### config.mk
export PLATFORM = sky130hd
export DESIGN_NAME = uart_async_tx
export DESIGN_NICKNAME = d
export VERILOG_FILES = /design/src/rtl/uatx_pkg.sv /design/src/rtl/uatx_tick.sv /design/src/rtl/uatx_hold.sv /design/src/rtl/uatx_shift.sv /design/src/rtl/uart_async_tx.sv
export SDC_FILE = /design/constraint.sdc
export NUM_CORES = 1
export LEC_CHECK = 0
export BUFFER_PORTS_ARGS = -buffer_cell sky130_fd_sc_hd__buf_2
export CAP_MARGIN = 20
export CORE_ASPECT_RATIO = 0.6
export CORE_UTILIZATION = 60
export DETAILED_ROUTE_END_ITERATION = 7
export GPL_ROUTABILITY_DRIVEN = 1
export GPL_TIMING_DRIVEN = 0
export PLACE_DENSITY = 0.86
export REMOVE_ABC_BUFFERS = 1
export SYNTH_ARGS = -nofsm -noshare
export SYNTH_HDL_FRONTEND = slang
export SYNTH_SLANG_ARGS = --single-unit
export TNS_END_PERCENT = 50
### constraint.sdc
create_clock -name clk -period 5.98 [get_ports clk]
set_input_delay 1.196 -clock clk [delete_from_list [all_inputs] [get_ports clk]]
set_output_delay 1.196 -clock clk [all_outputs]
set_load 0.02 [all_outputs]
### src/rtl/uatx_pkg.sv
package uatx_pkg;

    localparam int DATA_W   = 8;
    localparam int CNT_W    = 8;
    localparam int BITCNT_W = 4;

    typedef struct packed {
        logic [1:0] len_sel;
        logic       par_en;
        logic       par_odd;
        logic [1:0] stop_sel;
        logic [1:0] rate_sel;
    } txmode_t;

    typedef enum logic [1:0] {
        PH_IDLE = 2'd0,
        PH_BITS = 2'd1,
        PH_STOP = 2'd2
    } phase_e;

    function automatic logic [CNT_W-1:0] ticks_per_bit(input logic [1:0] rate);
        case (rate)
            2'b10:   ticks_per_bit = CNT_W'(16);
            2'b11:   ticks_per_bit = CNT_W'(64);
            default: ticks_per_bit = CNT_W'(1);
        endcase
    endfunction

    function automatic logic [CNT_W-1:0] stop_ticks(input logic [1:0] rate,
                                                    input logic [1:0] stop);
        logic [CNT_W-1:0] f;
        f = ticks_per_bit(rate);
        case (stop)
            2'b10:   stop_ticks = (f == CNT_W'(1)) ? CNT_W'(2) : f + (f >> 1);
            2'b11:   stop_ticks = f << 1;
            default: stop_ticks = f;
        endcase
    endfunction

    function automatic logic [BITCNT_W-1:0] char_bits(input logic [1:0] len_sel);
        char_bits = BITCNT_W'(5) + BITCNT_W'(len_sel);
    endfunction

    // data bits in the low positions, parity bit just above the last data bit
    function automatic logic [DATA_W:0] pack_char(input logic [DATA_W-1:0] d,
                                                  input logic [1:0] len_sel,
                                                  input logic par_odd);
        logic [DATA_W:0]      pk;
        logic                 p;
        logic [BITCNT_W-1:0]  n;
        n  = char_bits(len_sel);
        pk = '0;
        p  = par_odd;
        for (int i = 0; i < DATA_W; i++) begin
            if (BITCNT_W'(i) < n) begin
                pk[i] = d[i];
                p     = p ^ d[i];
            end
        end
        pk[n] = p;
        pack_char = pk;
    endfunction

endpackage

### src/rtl/uatx_tick.sv
module uatx_tick #(
    parameter int SYNC_STAGES = 2
) (
    input  logic clk,
    input  logic rst,
    input  logic async_clk,
    output logic tick
);
    logic [SYNC_STAGES-1:0] sync_q;
    logic                   prev_q;

    generate
        for (genvar g = 0; g < SYNC_STAGES; g++) begin : g_sync
            if (g == 0) begin : g_first
                always_ff @(posedge clk) begin
                    if (rst) sync_q[0] <= 1'b0;
                    else     sync_q[0] <= async_clk;
                end
            end else begin : g_next
                always_ff @(posedge clk) begin
                    if (rst) sync_q[g] <= 1'b0;
                    else     sync_q[g] <= sync_q[g-1];
                end
            end
        end
    endgenerate

    always_ff @(posedge clk) begin
        if (rst) prev_q <= 1'b0;
        else     prev_q <= sync_q[SYNC_STAGES-1];
    end

    assign tick = prev_q & ~sync_q[SYNC_STAGES-1];

endmodule

### src/rtl/uatx_hold.sv
module uatx_hold
    import uatx_pkg::*;
(
    input  logic              clk,
    input  logic              rst,
    input  logic              wr,
    input  logic [DATA_W-1:0] wdata,
    input  logic              take,
    output logic              full,
    output logic [DATA_W-1:0] data
);
    always_ff @(posedge clk) begin
        if (rst) begin
            full <= 1'b0;
            data <= '0;
        end else if (wr) begin
            full <= 1'b1;
            data <= wdata;
        end else if (take) begin
            full <= 1'b0;
        end
    end
endmodule

### src/rtl/uatx_shift.sv
module uatx_shift
    import uatx_pkg::*;
(
    input  logic              clk,
    input  logic              rst,
    input  logic              tick,
    input  logic              load_ok,
    input  logic [DATA_W-1:0] hold_data,
    input  txmode_t           mode,
    output logic              take,
    output logic              busy,
    output logic              line
);
    phase_e               ph_q;
    logic [DATA_W:0]      shreg_q;
    logic [BITCNT_W-1:0]  left_q;
    logic [CNT_W-1:0]     cnt_q;
    logic [CNT_W-1:0]     fac_q;
    logic [CNT_W-1:0]     stop_q;
    logic                 frame_end;
    logic [CNT_W-1:0]     new_fac;

    assign frame_end = (ph_q == PH_STOP) && (cnt_q == '0);
    assign take      = tick && load_ok && ((ph_q == PH_IDLE) || frame_end);
    assign busy      = (ph_q != PH_IDLE);
    assign new_fac   = ticks_per_bit(mode.rate_sel);

    always_ff @(posedge clk) begin
        if (rst) begin
            ph_q    <= PH_IDLE;
            shreg_q <= '0;
            left_q  <= '0;
            cnt_q   <= '0;
            fac_q   <= CNT_W'(1);
            stop_q  <= CNT_W'(1);
            line    <= 1'b1;
        end else if (take) begin
            ph_q    <= PH_BITS;
            shreg_q <= pack_char(hold_data, mode.len_sel, mode.par_odd);
            left_q  <= char_bits(mode.len_sel) + BITCNT_W'(mode.par_en);
            fac_q   <= new_fac;
            cnt_q   <= new_fac - CNT_W'(1);
            stop_q  <= stop_ticks(mode.rate_sel, mode.stop_sel);
            line    <= 1'b0;
        end else if (tick) begin
            case (ph_q)
                PH_BITS: begin
                    if (cnt_q != '0) begin
                        cnt_q <= cnt_q - CNT_W'(1);
                    end else if (left_q != '0) begin
                        line    <= shreg_q[0];
                        shreg_q <= shreg_q >> 1;
                        left_q  <= left_q - BITCNT_W'(1);
                        cnt_q   <= fac_q - CNT_W'(1);
                    end else begin
                        line  <= 1'b1;
                        ph_q  <= PH_STOP;
                        cnt_q <= stop_q - CNT_W'(1);
                    end
                end
                PH_STOP: begin
                    if (cnt_q != '0) cnt_q <= cnt_q - CNT_W'(1);
                    else             ph_q  <= PH_IDLE;
                end
                default: line <= 1'b1;
            endcase
        end
    end
endmodule

### src/rtl/uart_async_tx.sv
module uart_async_tx
    import uatx_pkg::*;
#(
    parameter int SYNC_STAGES = 2
) (
    input  logic              clk,
    input  logic              rst,
    input  logic              tx_clk_in,
    input  logic              wr_stb,
    input  logic [DATA_W-1:0] wr_data,
    input  logic [1:0]        len_sel,
    input  logic              par_en,
    input  logic              par_odd,
    input  logic [1:0]        stop_sel,
    input  logic [1:0]        rate_sel,
    input  logic              tx_en,
    input  logic              send_break,
    input  logic              cts_n,
    output logic              txd,
    output logic              tx_rdy_pin,
    output logic              tx_buf_free,
    output logic              tx_empty
);
    txmode_t           mode_w;
    logic              tick_w;
    logic              full_w;
    logic [DATA_W-1:0] held_w;
    logic              take_w;
    logic              busy_w;
    logic              line_w;
    logic              go_w;

    assign mode_w = '{len_sel: len_sel, par_en: par_en, par_odd: par_odd,
                      stop_sel: stop_sel, rate_sel: rate_sel};
    assign go_w   = tx_en & ~cts_n;

    uatx_tick #(.SYNC_STAGES(SYNC_STAGES)) u_tick (
        .clk(clk), .rst(rst), .async_clk(tx_clk_in), .tick(tick_w)
    );

    uatx_hold u_hold (
        .clk(clk), .rst(rst), .wr(wr_stb), .wdata(wr_data),
        .take(take_w), .full(full_w), .data(held_w)
    );

    uatx_shift u_shift (
        .clk(clk), .rst(rst), .tick(tick_w), .load_ok(full_w & go_w),
        .hold_data(held_w), .mode(mode_w),
        .take(take_w), .busy(busy_w), .line(line_w)
    );

    assign txd         = send_break ? 1'b0 : line_w;
    assign tx_buf_free = ~full_w & ~wr_stb;
    assign tx_rdy_pin  = go_w & tx_buf_free;
    assign tx_empty    = ~full_w & ~busy_w & ~wr_stb;

endmodule

==> qor.yml <==
run_status:
  status: "finished, final reports clean"
hold_path:
  min_path_type: "reg -> reg"
  hp-start: "u_tick.sync_q[0]"
  hold_depth: 1
floorplanning:
  num_io_pins: 27
  core_um2: 4170
  die_area_um2: 4670
  rows: 18
  dieHeight_um: 53.3
  die_w_um: 87.5
  start_util: 0.632
worst_setup_path:
  ff2ff_path_depth: 11
  worstSetupPathType: "reg -> reg"
  rr_startpoint: "u_shift.left_q[0]"
  slowest_stage: "nor3b_1"
  cp-start-kind: "register"
  cp.depth: 11
  crit_start: "u_shift.left_q[0]"
  cpLargestDelayFamily: "simple AND/OR/NAND/NOR gates"
  end_kind: "register"
  crit_top_cell: "ha_1"
  cp.required_ns: 6.17
  slowest_delay_ns: 0.55
  path_max_fanout: 8
  crit_arrival_ns: 3.58
  cp_num_buf_inv: 2
  worstPathCellList: "inv_1 > ha_1 > nor3b_1 > buf_2 > mux2i_1 > ha_1 > nor4b_1 > nand2b_1 > xnor2_1 > a211oi_1 > o31ai_1"
place:
  dp_hpwl_um: 4060
  pre_cts_ws_ns: 2.34
  place_congestion: 0.844
  portBuffers: 26
  dp_cells: 385
yosys:
  netlist_instances: 320
  synth_enable_flop_cells: 0
  ys_ff_latch: 46
  synth-main-ff-cell: "dfxtp_1"
  async_flop_share: 0
  avgSynthCellArea_um2: 8.23
  netlist-cell-type-count: 50
  ys_seq_area_frac: 0.350
  yosys_warnings: 0
  synth_area_um2: 2630
grt:
  grt_pass1_vias: 2013
  grt_pass1_wl_um: 9470
  grt_overflow: 0
  antenna_found_initial: 0
  track_usage: 0.272
  grt_max_degree: 49
clocking:
  cts-root-buf: "clkbuf_8"
  postCtsSetupBuffers: 0
  post_cts_resize_count: 0
  clockBufferDepth: 2
  htreeDepth: 2
  cts_sinks: 46
  clock_latency_ns: 0.31
  cts.clk_slew.worst_paths_ns: 0.09
  cts_hold_buffers: 0
  numCtsBuffers: 5
  cts_tree: "built"
timing:
  setup_tns_ns: 0
  fmax_mhz: 294
  worstMarginPinSlew_ns: 0.959
  rsz0062_at_grt: "no"
  slew_viol_final: 0
  fin_crit_ns: 3.40
  slew_headroom: 0.359
  finClkSkew_ns: 0.00744
  hold_viol_final: 0
  period_share: 0.568
  fin_ws_ns: 2.58
  setup_viol: 0
routing:
  routedWlPerCell_um: 14.9
  viasPerCell: 5.92
  num_vias: 2333
  drt_iter0_markers: 290
  routed_wl_um: 5860
  drtPass1Iterations: 4
  ant_nets: 0
  drc: 0
cells_and_area:
  drive_above_1_share: 0.132
  final_cells: 394
  regArea_um2: 921
  multi_input_area_um2: 1590
  final_nets: 369
  n_antenna_cell: 0
  area_delta_synth_final_pct: 8.98
  fillers: 349
pwr:
  irDropWorstVdd_mv: 0.147
  powerDensity_nw_per_um2: 210
  p_leak_nw: 1.08
  p_total_uw: 604
run:
  max_cap_viol_count: 0
[registers in the layout, indices dropped and copies added, names as in the netlist]
register,flops
u_hold.data,8
u_shift.shreg_q,9
u_shift.stop_q,7
u_shift.left_q,4
u_shift.ph_q,2
u_hold.full,1
u_tick.prev_q,1
u_tick.sync_q,2
u_shift.fac_q,3
u_shift.cnt_q,8
u_shift.line,1
[cells in the final DEF, fill, tap and decap left out, types with 6 or more instances in the layout]
master,synthesis,final
a211oi_1,7,7
a21oi_1,19,19
a311oi_1,8,8
buf_2,3,27
dfxtp_1,46,46
ha_1,12,12
inv_1,8,8
mux2i_1,11,11
nand2_1,34,34
nand2b_1,10,10
nand3_1,7,7
nor2_1,42,42
nor2b_1,8,8
nor3_1,10,10
nor4_1,6,6
o21ai_0,9,9
xnor2_1,10,10
[cell usage after synthesis, types with 3 or more instances]
library cell,instances,area share
mux2i_1,11,0.042
nand3b_1,3,0.0086
nor3_1,10,0.019
clkbuf_1,16,0.023
nor3b_1,3,0.0086
o21ai_0,9,0.017
xnor2_1,10,0.033
buf_2,3,0.0057
a211oi_1,7,0.020
a22oi_1,5,0.014
inv_1,8,0.011
dfxtp_1,46,0.35
nand3_1,7,0.013
nand2b_1,10,0.024
ha_1,12,0.057
a311oi_1,8,0.027
nor2b_1,8,0.019
a2111oi_2,3,0.017
nand2_1,34,0.048
or4_1,4,0.011
a21oi_1,19,0.036
nor4_1,6,0.014
xor2_1,5,0.017
nor2_1,42,0.060
[cell type report]
| class | count | area share |
|---|---|---|
| clock inverters | 3 | 0.00741 |
| inverters | 8 | 0.0105 |
| multi-input cells | 244 | 0.554 |
| clock buffers | 5 | 0.0240 |
| well taps | 60 | 0.0262 |
| repair buffers | 28 | 0.0567 |
| flip-flops and latches | 46 | 0.321 |
[worst reg2reg max path, delay by kind of cell, from the launching register on]
kind,cells,cell delay [ns]
AND/OR/NAND/NOR,3,1.11
AO/OA/AOI/OAI,2,0.52
adder cells (fa/ha/maj),2,0.48
buffers and inverters,2,0.41
flip-flops,1,0.33
multiplexers,1,0.26
XOR/XNOR,1,0.16
[stage by stage]
step                      hold WS (ns)  cell area, um^2   util
final                            0.443             2870  0.689
after global routing             0.457             2870  0.689
after CTS                        0.447             2840  0.682
after detailed placement         0.424             2750  0.660
after global placement           0.416             2740  0.658
after floorplan                  0.414             2530      -
[logic make-up (layout without fill, tap and decap cells)]
group,after synthesis,count (layout),synth area share
and+or+nand+nor,138,138,0.261
AOI/OAI and AO/OA,66,66,0.176
DFF,46,46,0.350
buffers and inverters,30,44,0.0485
muxes,11,11,0.0418
adders and majority gates,13,13,0.0646
xor gates and xnor gates,16,16,0.0585
[power by group]
| group | internal (mW) | switching, mW | total (mW) |
|---|---|---|---|
| sequential | 0.313 | 0.00597 | 0.319 |
| clock | 0.0823 | 0.116 | 0.199 |
| combinational | 0.0346 | 0.0514 | 0.0860 |
[routing by layer]
layer	global-route usage	share of wire
met1	0.394	0.50
met2	0.415	0.41
met3	0.0530	0.074
met4	0.0628	0.0082
met5	0	0
[path summary, 6_finish.rpt]
path	slack, ns	to
max reg2reg	2.58	u_shift.cnt_q[7]
min reg2reg	0.44	u_tick.sync_q[1]
max	2.58	u_shift.cnt_q[7]
min	0.44	u_tick.sync_q[1]
No activity file was read; power rests on OpenSTA's default activity.
